**config.mk**
```make
export PLATFORM = sky130hd
export DESIGN_NAME = pwm_dual_slope_timer
export DESIGN_NICKNAME = d
export VERILOG_FILES = /design/src/rtl/pwm_tc_pkg.sv /design/src/rtl/pwm_tc_prescaler.sv /design/src/rtl/pwm_tc_updown.sv /design/src/rtl/pwm_tc_channel.sv /design/src/rtl/pwm_dual_slope_timer.sv
export SDC_FILE = /design/constraint.sdc
export NUM_CORES = 1
export LEC_CHECK = 0
export BUFFER_PORTS_ARGS = -buffer_cell sky130_fd_sc_hd__buf_2
export CAP_MARGIN = 40
export CELL_PAD_IN_SITES_DETAIL_PLACEMENT = 0
export CELL_PAD_IN_SITES_GLOBAL_PLACEMENT = 2
export CORE_MARGIN = 2
export CORE_UTILIZATION = 23
export CTS_CLUSTER_SIZE = 30
export DETAILED_ROUTE_END_ITERATION = 7
export GPL_TIMING_DRIVEN = 0
export PLACE_DENSITY = 0.58
export SYNTH_ARGS = -nofsm -noshare
export SYNTH_HDL_FRONTEND = slang
export SYNTH_SLANG_ARGS = --single-unit
```
**constraint.sdc**
```tcl
create_clock -name clk -period 8.3 [get_ports clk]
set_input_delay 1.245 -clock clk [delete_from_list [all_inputs] [get_ports clk]]
set_output_delay 1.245 -clock clk [all_outputs]
set_load 0.005 [all_outputs]
```
**src/rtl/pwm_tc_pkg.sv**
```systemverilog
package pwm_tc_pkg;
  typedef enum logic [1:0] {
    OUT_OFF    = 2'b00,
    OUT_TOGGLE = 2'b01,
    OUT_NORM   = 2'b10,
    OUT_INV    = 2'b11
  } out_mode_e;

  localparam int SEL_W   = 3;
  localparam int NUM_CH  = 2;
endpackage

```
**src/rtl/pwm_tc_prescaler.sv**
```systemverilog
module pwm_tc_prescaler #(
  parameter int PRE_W = 10
) (
  input  logic       clk,
  input  logic       rst,
  input  logic [2:0] clk_sel,
  output logic       tick
);
  logic [PRE_W-1:0] div_q;
  logic [PRE_W-1:0] mask;
  logic             run;

  always_comb begin
    run  = 1'b1;
    mask = '0;
    case (clk_sel)
      3'd1:    mask = '0;
      3'd2:    mask = PRE_W'(7);
      3'd3:    mask = PRE_W'(63);
      3'd4:    mask = PRE_W'(255);
      3'd5:    mask = PRE_W'(1023);
      default: run  = 1'b0;
    endcase
  end

  assign tick = run && ((div_q & mask) == mask);

  always_ff @(posedge clk) begin
    if (rst || !run) div_q <= '0;
    else             div_q <= div_q + PRE_W'(1);
  end

  a_r2_stopped: assert property (@(posedge clk) disable iff (rst)
    (clk_sel == 3'd0 || clk_sel > 3'd5) |-> !tick);
  a_r2_div_one: assert property (@(posedge clk) disable iff (rst)
    (clk_sel == 3'd1) |-> tick);
  a_r2_div8_spacing: assert property (@(posedge clk) disable iff (rst)
    (tick && clk_sel == 3'd2 && $past(clk_sel) == 3'd2) |=> !tick);
endmodule

```
**src/rtl/pwm_tc_updown.sv**
```systemverilog
module pwm_tc_updown #(
  parameter int CNT_W = 8
) (
  input  logic             clk,
  input  logic             rst,
  input  logic             tick,
  output logic [CNT_W-1:0] cnt_q,
  output logic [CNT_W-1:0] cnt_n,
  output logic             up_n
);
  localparam logic [CNT_W-1:0] MAXV = '1;
  logic up_q;

  always_comb begin
    if (cnt_q == MAXV)     up_n = 1'b0;
    else if (cnt_q == '0)  up_n = 1'b1;
    else                   up_n = up_q;
    cnt_n = up_n ? cnt_q + CNT_W'(1) : cnt_q - CNT_W'(1);
  end

  always_ff @(posedge clk) begin
    if (rst) begin
      cnt_q <= '0;
      up_q  <= 1'b1;
    end else if (tick) begin
      cnt_q <= cnt_n;
      up_q  <= up_n;
    end
  end

  a_r3_hold: assert property (@(posedge clk) disable iff (rst)
    !tick |=> $stable(cnt_q));
  a_r3_peak: assert property (@(posedge clk) disable iff (rst)
    (tick && cnt_q == MAXV) |=> (cnt_q == MAXV - CNT_W'(1)) && !up_q);
  a_r3_floor: assert property (@(posedge clk) disable iff (rst)
    (tick && cnt_q == '0) |=> (cnt_q == CNT_W'(1)) && up_q);
  a_r3_climb: assert property (@(posedge clk) disable iff (rst)
    (tick && up_q && cnt_q != MAXV) |=> cnt_q == $past(cnt_q) + CNT_W'(1));
endmodule

```
**src/rtl/pwm_tc_channel.sv**
```systemverilog
module pwm_tc_channel
  import pwm_tc_pkg::*;
#(
  parameter int CNT_W   = 8,
  parameter bit HAS_TOG = 1'b1
) (
  input  logic             clk,
  input  logic             rst,
  input  logic             tick,
  input  logic [CNT_W-1:0] cnt_n,
  input  logic             up_n,
  input  logic [CNT_W-1:0] cmp_in,
  input  logic [1:0]       mode,
  input  logic             tog_en,
  input  logic             clr_flag,
  output logic             pin_q,
  output logic             flag_q
);
  localparam logic [CNT_W-1:0] MAXV = '1;

  logic [CNT_W-1:0] ocr_q;
  logic [CNT_W-1:0] ocr_n;
  logic             hit;
  logic             level_q;
  logic             level_d;
  logic             tog_q;

  assign ocr_n = (cnt_n == MAXV) ? cmp_in : ocr_q;
  assign hit   = (cnt_n == ocr_n);

  always_comb begin
    level_d = level_q;
    if (ocr_n == '0)        level_d = 1'b0;
    else if (ocr_n == MAXV) level_d = 1'b1;
    else if (cnt_n == MAXV) level_d = 1'b0;
    else if (hit)           level_d = ~up_n;
  end

  always_ff @(posedge clk) begin
    if (rst) begin
      ocr_q   <= '0;
      level_q <= 1'b0;
      flag_q  <= 1'b0;
    end else begin
      if (tick) begin
        level_q <= level_d;
        if (cnt_n == MAXV) ocr_q <= cmp_in;
      end
      if (tick && hit)   flag_q <= 1'b1;
      else if (clr_flag) flag_q <= 1'b0;
    end
  end

  generate
    if (HAS_TOG) begin : g_tog
      always_ff @(posedge clk) begin
        if (rst)              tog_q <= 1'b0;
        else if (tick && hit) tog_q <= ~tog_q;
      end
      a_r8_flip: assert property (@(posedge clk) disable iff (rst)
        (tick && hit) |=> tog_q != $past(tog_q));
    end else begin : g_notog
      assign tog_q = 1'b0;
    end
  endgenerate

  always_ff @(posedge clk) begin
    if (rst) pin_q <= 1'b0;
    else begin
      case (out_mode_e'(mode))
        OUT_NORM:   pin_q <= level_q;
        OUT_INV:    pin_q <= ~level_q;
        OUT_TOGGLE: pin_q <= HAS_TOG && tog_en && tog_q;
        default:    pin_q <= 1'b0;
      endcase
    end
  end

  a_r10_sticky: assert property (@(posedge clk) disable iff (rst)
    (flag_q && !clr_flag) |=> flag_q);
  a_r10_set: assert property (@(posedge clk) disable iff (rst)
    (tick && hit) |=> flag_q);
  a_r5_top_high: assert property (@(posedge clk) disable iff (rst)
    (tick && ocr_n == MAXV) |=> level_q);
  a_r6_forced_low: assert property (@(posedge clk) disable iff (rst)
    (tick && cnt_n == MAXV && cmp_in != MAXV) |=> !level_q);
endmodule

```
**src/rtl/pwm_dual_slope_timer.sv**
```systemverilog
module pwm_dual_slope_timer
  import pwm_tc_pkg::*;
#(
  parameter int CNT_W = 8,
  parameter int PRE_W = 10
) (
  input  logic             clk,
  input  logic             rst,
  input  logic [2:0]       clk_sel,
  input  logic [CNT_W-1:0] cmp_a,
  input  logic [CNT_W-1:0] cmp_b,
  input  logic [1:0]       mode_a,
  input  logic [1:0]       mode_b,
  input  logic             tog_en_a,
  input  logic             clr_ovf,
  input  logic             clr_match_a,
  input  logic             clr_match_b,
  output logic             wave_a,
  output logic             wave_b,
  output logic             ovf_flag,
  output logic             match_a_flag,
  output logic             match_b_flag
);
  logic             tick;
  logic [CNT_W-1:0] cnt_q;
  logic [CNT_W-1:0] cnt_n;
  logic             up_n;

  logic [NUM_CH-1:0][CNT_W-1:0] cmp_arr;
  logic [NUM_CH-1:0][1:0]       mode_arr;
  logic [NUM_CH-1:0]            tog_arr;
  logic [NUM_CH-1:0]            clr_arr;
  logic [NUM_CH-1:0]            pin_arr;
  logic [NUM_CH-1:0]            flag_arr;

  assign cmp_arr  = {cmp_b, cmp_a};
  assign mode_arr = {mode_b, mode_a};
  assign tog_arr  = {1'b0, tog_en_a};
  assign clr_arr  = {clr_match_b, clr_match_a};

  pwm_tc_prescaler #(.PRE_W(PRE_W)) u_pre (
    .clk(clk), .rst(rst), .clk_sel(clk_sel), .tick(tick)
  );

  pwm_tc_updown #(.CNT_W(CNT_W)) u_cnt (
    .clk(clk), .rst(rst), .tick(tick),
    .cnt_q(cnt_q), .cnt_n(cnt_n), .up_n(up_n)
  );

  for (genvar c = 0; c < NUM_CH; c++) begin : g_ch
    pwm_tc_channel #(.CNT_W(CNT_W), .HAS_TOG(c == 0)) u_ch (
      .clk(clk), .rst(rst), .tick(tick),
      .cnt_n(cnt_n), .up_n(up_n),
      .cmp_in(cmp_arr[c]), .mode(mode_arr[c]), .tog_en(tog_arr[c]),
      .clr_flag(clr_arr[c]),
      .pin_q(pin_arr[c]), .flag_q(flag_arr[c])
    );
  end

  always_ff @(posedge clk) begin
    if (rst)                       ovf_flag <= 1'b0;
    else if (tick && cnt_n == '0)  ovf_flag <= 1'b1;
    else if (clr_ovf)              ovf_flag <= 1'b0;
  end

  assign wave_a       = pin_arr[0];
  assign wave_b       = pin_arr[1];
  assign match_a_flag = flag_arr[0];
  assign match_b_flag = flag_arr[1];

  a_r3_ovf_bottom: assert property (@(posedge clk) disable iff (rst)
    (tick && cnt_q == CNT_W'(1) && !up_n) |=> ovf_flag);
  a_r9_off_a: assert property (@(posedge clk) disable iff (rst)
    ($past(mode_a) == 2'b00) |-> !wave_a);
  a_r8_b_no_toggle: assert property (@(posedge clk) disable iff (rst)
    ($past(mode_b) == 2'b01) |-> !wave_b);
  a_r1_quiet_after_reset: assert property (@(posedge clk)
    $fell(rst) |-> !wave_a && !wave_b && !ovf_flag && !match_a_flag && !match_b_flag);
endmodule

```
==> results.py <==
metrics = {
    "placed_design": {
        "place_congestion": 0.749,
        "portBuffers": 32,
        "dp_hpwl_um": 6920,
        "dp.cells": 524,
    },
    "synthesis": {
        "synth_cell_types": 53,
        "netlist_top_cells_area": "dfxtp_1, nand2_1, nor2_1",
        "syn_avg_cell_area_um2": 7.81,
        "netlist.area_leader.share_pct": 31.8,
        "synth_area_leader_cell": "dfxtp_1",
        "synth.cell_area_um2": 2710,
        "yosysSeqAreaShare_pct": 31.8,
        "synthCells": 347,
        "syn-num-nets": 387,
        "synthFlopType": "dfxtp_1",
        "synth-edff-count": 0,
        "ys_ff_latch": 43,
        "ys_warn_count": 0,
        "ys_async_sr_fraction_pct": 0,
    },
    "setup_path": {
        "crit_chain": "clkbuf_1, nor4_1, a21o_1, o21ai_1, buf_6, fa_1, xor2_2, nor4b_2, o211a_1, nand4_4, nor3_4, a211o_1, or4b_1, or3_1, a21oi_1",
        "worst-setup-path-type": "register to register",
        "start_kind": "register",
        "slowest_stage": "or4b_1",
        "arrival_ps": 4970,
        "crit_required_ps": 8530,
        "max_stage_delay_ps": 500,
        "end_kind": "register",
        "path_max_fanout": 9,
    },
    "timing": {
        "tns_ps": 0,
        "maxSlewHeadroom_pct": 58.2,
        "drv_slew": 0,
        "period_minus_slack_ps": 4740,
        "finalCritPeriodShare_pct": 57.1,
        "rsz0062_at_grt": "no",
        "setup_violations": 0,
        "whs_ps": 480,
        "fin_skew_ps": 6.39,
        "tightest_slew_ps": 622,
        "fmax_ghz": 0.211,
        "report.final.hold_viol_count": 0,
    },
    "floorplanning": {
        "die_y_um": 113,
        "num_rows": 39,
        "initial_core_util_pct": 23.6,
        "die_w_um": 113,
        "coreArea_um2": 11500,
        "ioPinCount": 34,
        "dieArea_um2": 12700,
    },
    "drt": {
        "firstDrtPassIters": 4,
        "via_per_inst": 5.01,
        "ant_nets": 0,
        "wl_um": 8810,
        "drt_iter0_markers": 126,
        "avgRoutedWirePerCell_um": 16.6,
        "vias": 2664,
        "drcViolationCount": 0,
    },
    "layout": {
        "instances_no_fill": 532,
        "nNetsFinal": 428,
        "drive_gt1_share_pct": 14.1,
        "diodes": 0,
        "area_growth_pct": 20.2,
        "fin_util_pct": 28.4,
    },
    "clock_tree": {
        "path_clk_slew_ps": 60,
        "cts_tree": "done",
        "cts_resized": 0,
        "cts_setup_buffers": 0,
        "clock_latency_ps": 290,
        "cts_buffer_depth": 2,
        "cts_buffers": 5,
        "cts_root_buffer": "clkbuf_16",
        "cts_hold_buf": 0,
        "htreeDepth": 2,
        "cts.sinks": 43,
    },
    "worst_hold_path": {
        "min_path_type": "register to register",
    },
    "flow_run": {
        "max-cap-violations": 0,
    },
    "pwr": {
        "p_per_area_nw_per_um2": 167,
        "pwr-share-seq_pct": 39.2,
        "clock_power_share_pct": 48.2,
        "power.internal_mw": 0.409,
        "pwr-share-comb_pct": 12.6,
        "swShare_pct": 24.9,
        "p_leak_nw": 1.23,
        "peakVddDrop_mv": 0.144,
        "p_sw_mw": 0.136,
    },
    "global_route": {
        "grt_pass1_wl_um": 14000,
        "grt_max_degree": 15,
        "grt_pass1_vias": 2566,
        "gr-usage-all-layers_pct": 14.4,
        "grt_overflow_total": 0,
        "antenna_found_initial": 0,
    },
    "status": {
        "outcome": "completed",
    },
}
[cell families after synthesis]
logic type	Yosys count	share of synthesized area, %
AOI/OAI and AO/OA	93	23.0
xor gates and xnor gates	16	5.45
adders and majority gates	11	5.36
buffers and inverters	19	2.77
DFF	43	31.8
muxes	9	3.33
and+or+nand+nor	156	28.3
[layer usage]
| layer | vias up | global-route usage [%] | part of all wire (%) |
|---|---|---|---|
| li1 | 1352 | - | - |
| met1 | 1244 | 18.1 | 48 |
| met2 | 59 | 24.3 | 47 |
| met3 | 9 | 2.81 | 3.6 |
| met4 | 0 | 5.45 | 1.7 |
| met5 | - | 0 | 0 |
[area by class of cell]
type	count	area, um2
sequential	43	861
buffer	12	48.8
fill	1274	8210
inverter	7	26.3
clock buffer	5	125
clock inverter	3	67.6
tap	143	179
multi-input combinational	285	1770
timing repair buffer	34	176
[critical path: cells and delay by family (launching register included)]
family | cells | cell delay (ps)
fa+ha+maj | 1 | 440
flops | 1 | 340
simple gates | 6 | 1990
compound gates | 5 | 970
buf+inv | 2 | 420
xor+xnor | 1 | 480
[Yosys cell counts (6+ instances only)]
library cell	instances
or3_1	6
nand2_1	49
clkbuf_1	8
nand4_1	12
a211oi_1	9
nor3_1	7
o21ai_0	15
inv_1	7
nand3_1	8
nor2_1	48
a21oi_1	33
ha_1	10
dfxtp_1	43
nor4_1	7
xor2_1	10
mux2i_1	9
[stage by stage]
step / setup slack (ps) / cell area [um2] / power [mW]
global route: 2960 / 3260 / 0.573
floorplan: 3990 / 2710 / 0.260
finish: 3560 / 3260 / 0.544
global placement: 2550 / 3050 / 0.287
CTS: 3450 / 3260 / 0.557
detailed placement: 3440 / 3060 / 0.287
[cell usage in the layout (no fill, tap or decap), types with 2 or more instances in the layout]
master	n
a21o_1	5
a31o_2	2
nor3_1	7
a32oi_1	2
clkbuf_1	8
xor2_1	10
clkbuf_16	5
ha_1	10
mux2i_1	9
nand2_1	49
nor4_1	7
and4_1	3
o21ai_0	14
or3_1	6
bufinv_16	2
and3_1	3
nand4_1	12
nand3_1	8
a211o_1	3
xnor2_1	5
a21oi_1	33
a211oi_1	9
dfxtp_1	43
a311oi_1	3
buf_2	36
a31oi_1	3
nor2_1	48
a221oi_1	4
nand2b_1	5
inv_1	7
[sequential cells by signal, summed over array words and instances (netlist names)]
name,flops
u_cnt.cnt_q,8
g_ch.u_ch.pin_q,2
u_pre.div_q,10
g_ch.u_ch.tog_q,1
g_ch.u_ch.ocr_q,16
g_ch.u_ch.level_q,2
g_ch.u_ch.flag_q,2
u_cnt.up_q,1
ovf_flag,1
[power groups by stage]
stage / combinational [mW] / sequential [mW] / clock [mW]
floorplan: 0.0425 / 0.217 / 0
global placement: 0.0686 / 0.218 / 0
detailed placement: 0.0691 / 0.218 / 0
CTS: 0.0693 / 0.213 / 0.274
global route: 0.0765 / 0.214 / 0.282
finish: 0.0685 / 0.214 / 0.262
[worst paths after layout]
check | start | to | slack [ps] | cells past startpoint
worst max-delay path | u_cnt.cnt_q[0] | g_ch[0].u_ch.tog_q | 3560 | 15
worst min-delay path | u_pre.div_q[0] | u_pre.div_q[0] | 480 | 1
worst max register to register | u_cnt.cnt_q[0] | g_ch[0].u_ch.tog_q | 3560 | 15
worst min register to register | u_pre.div_q[0] | u_pre.div_q[0] | 480 | 1
No activity file was read; power rests on OpenSTA's default activity.
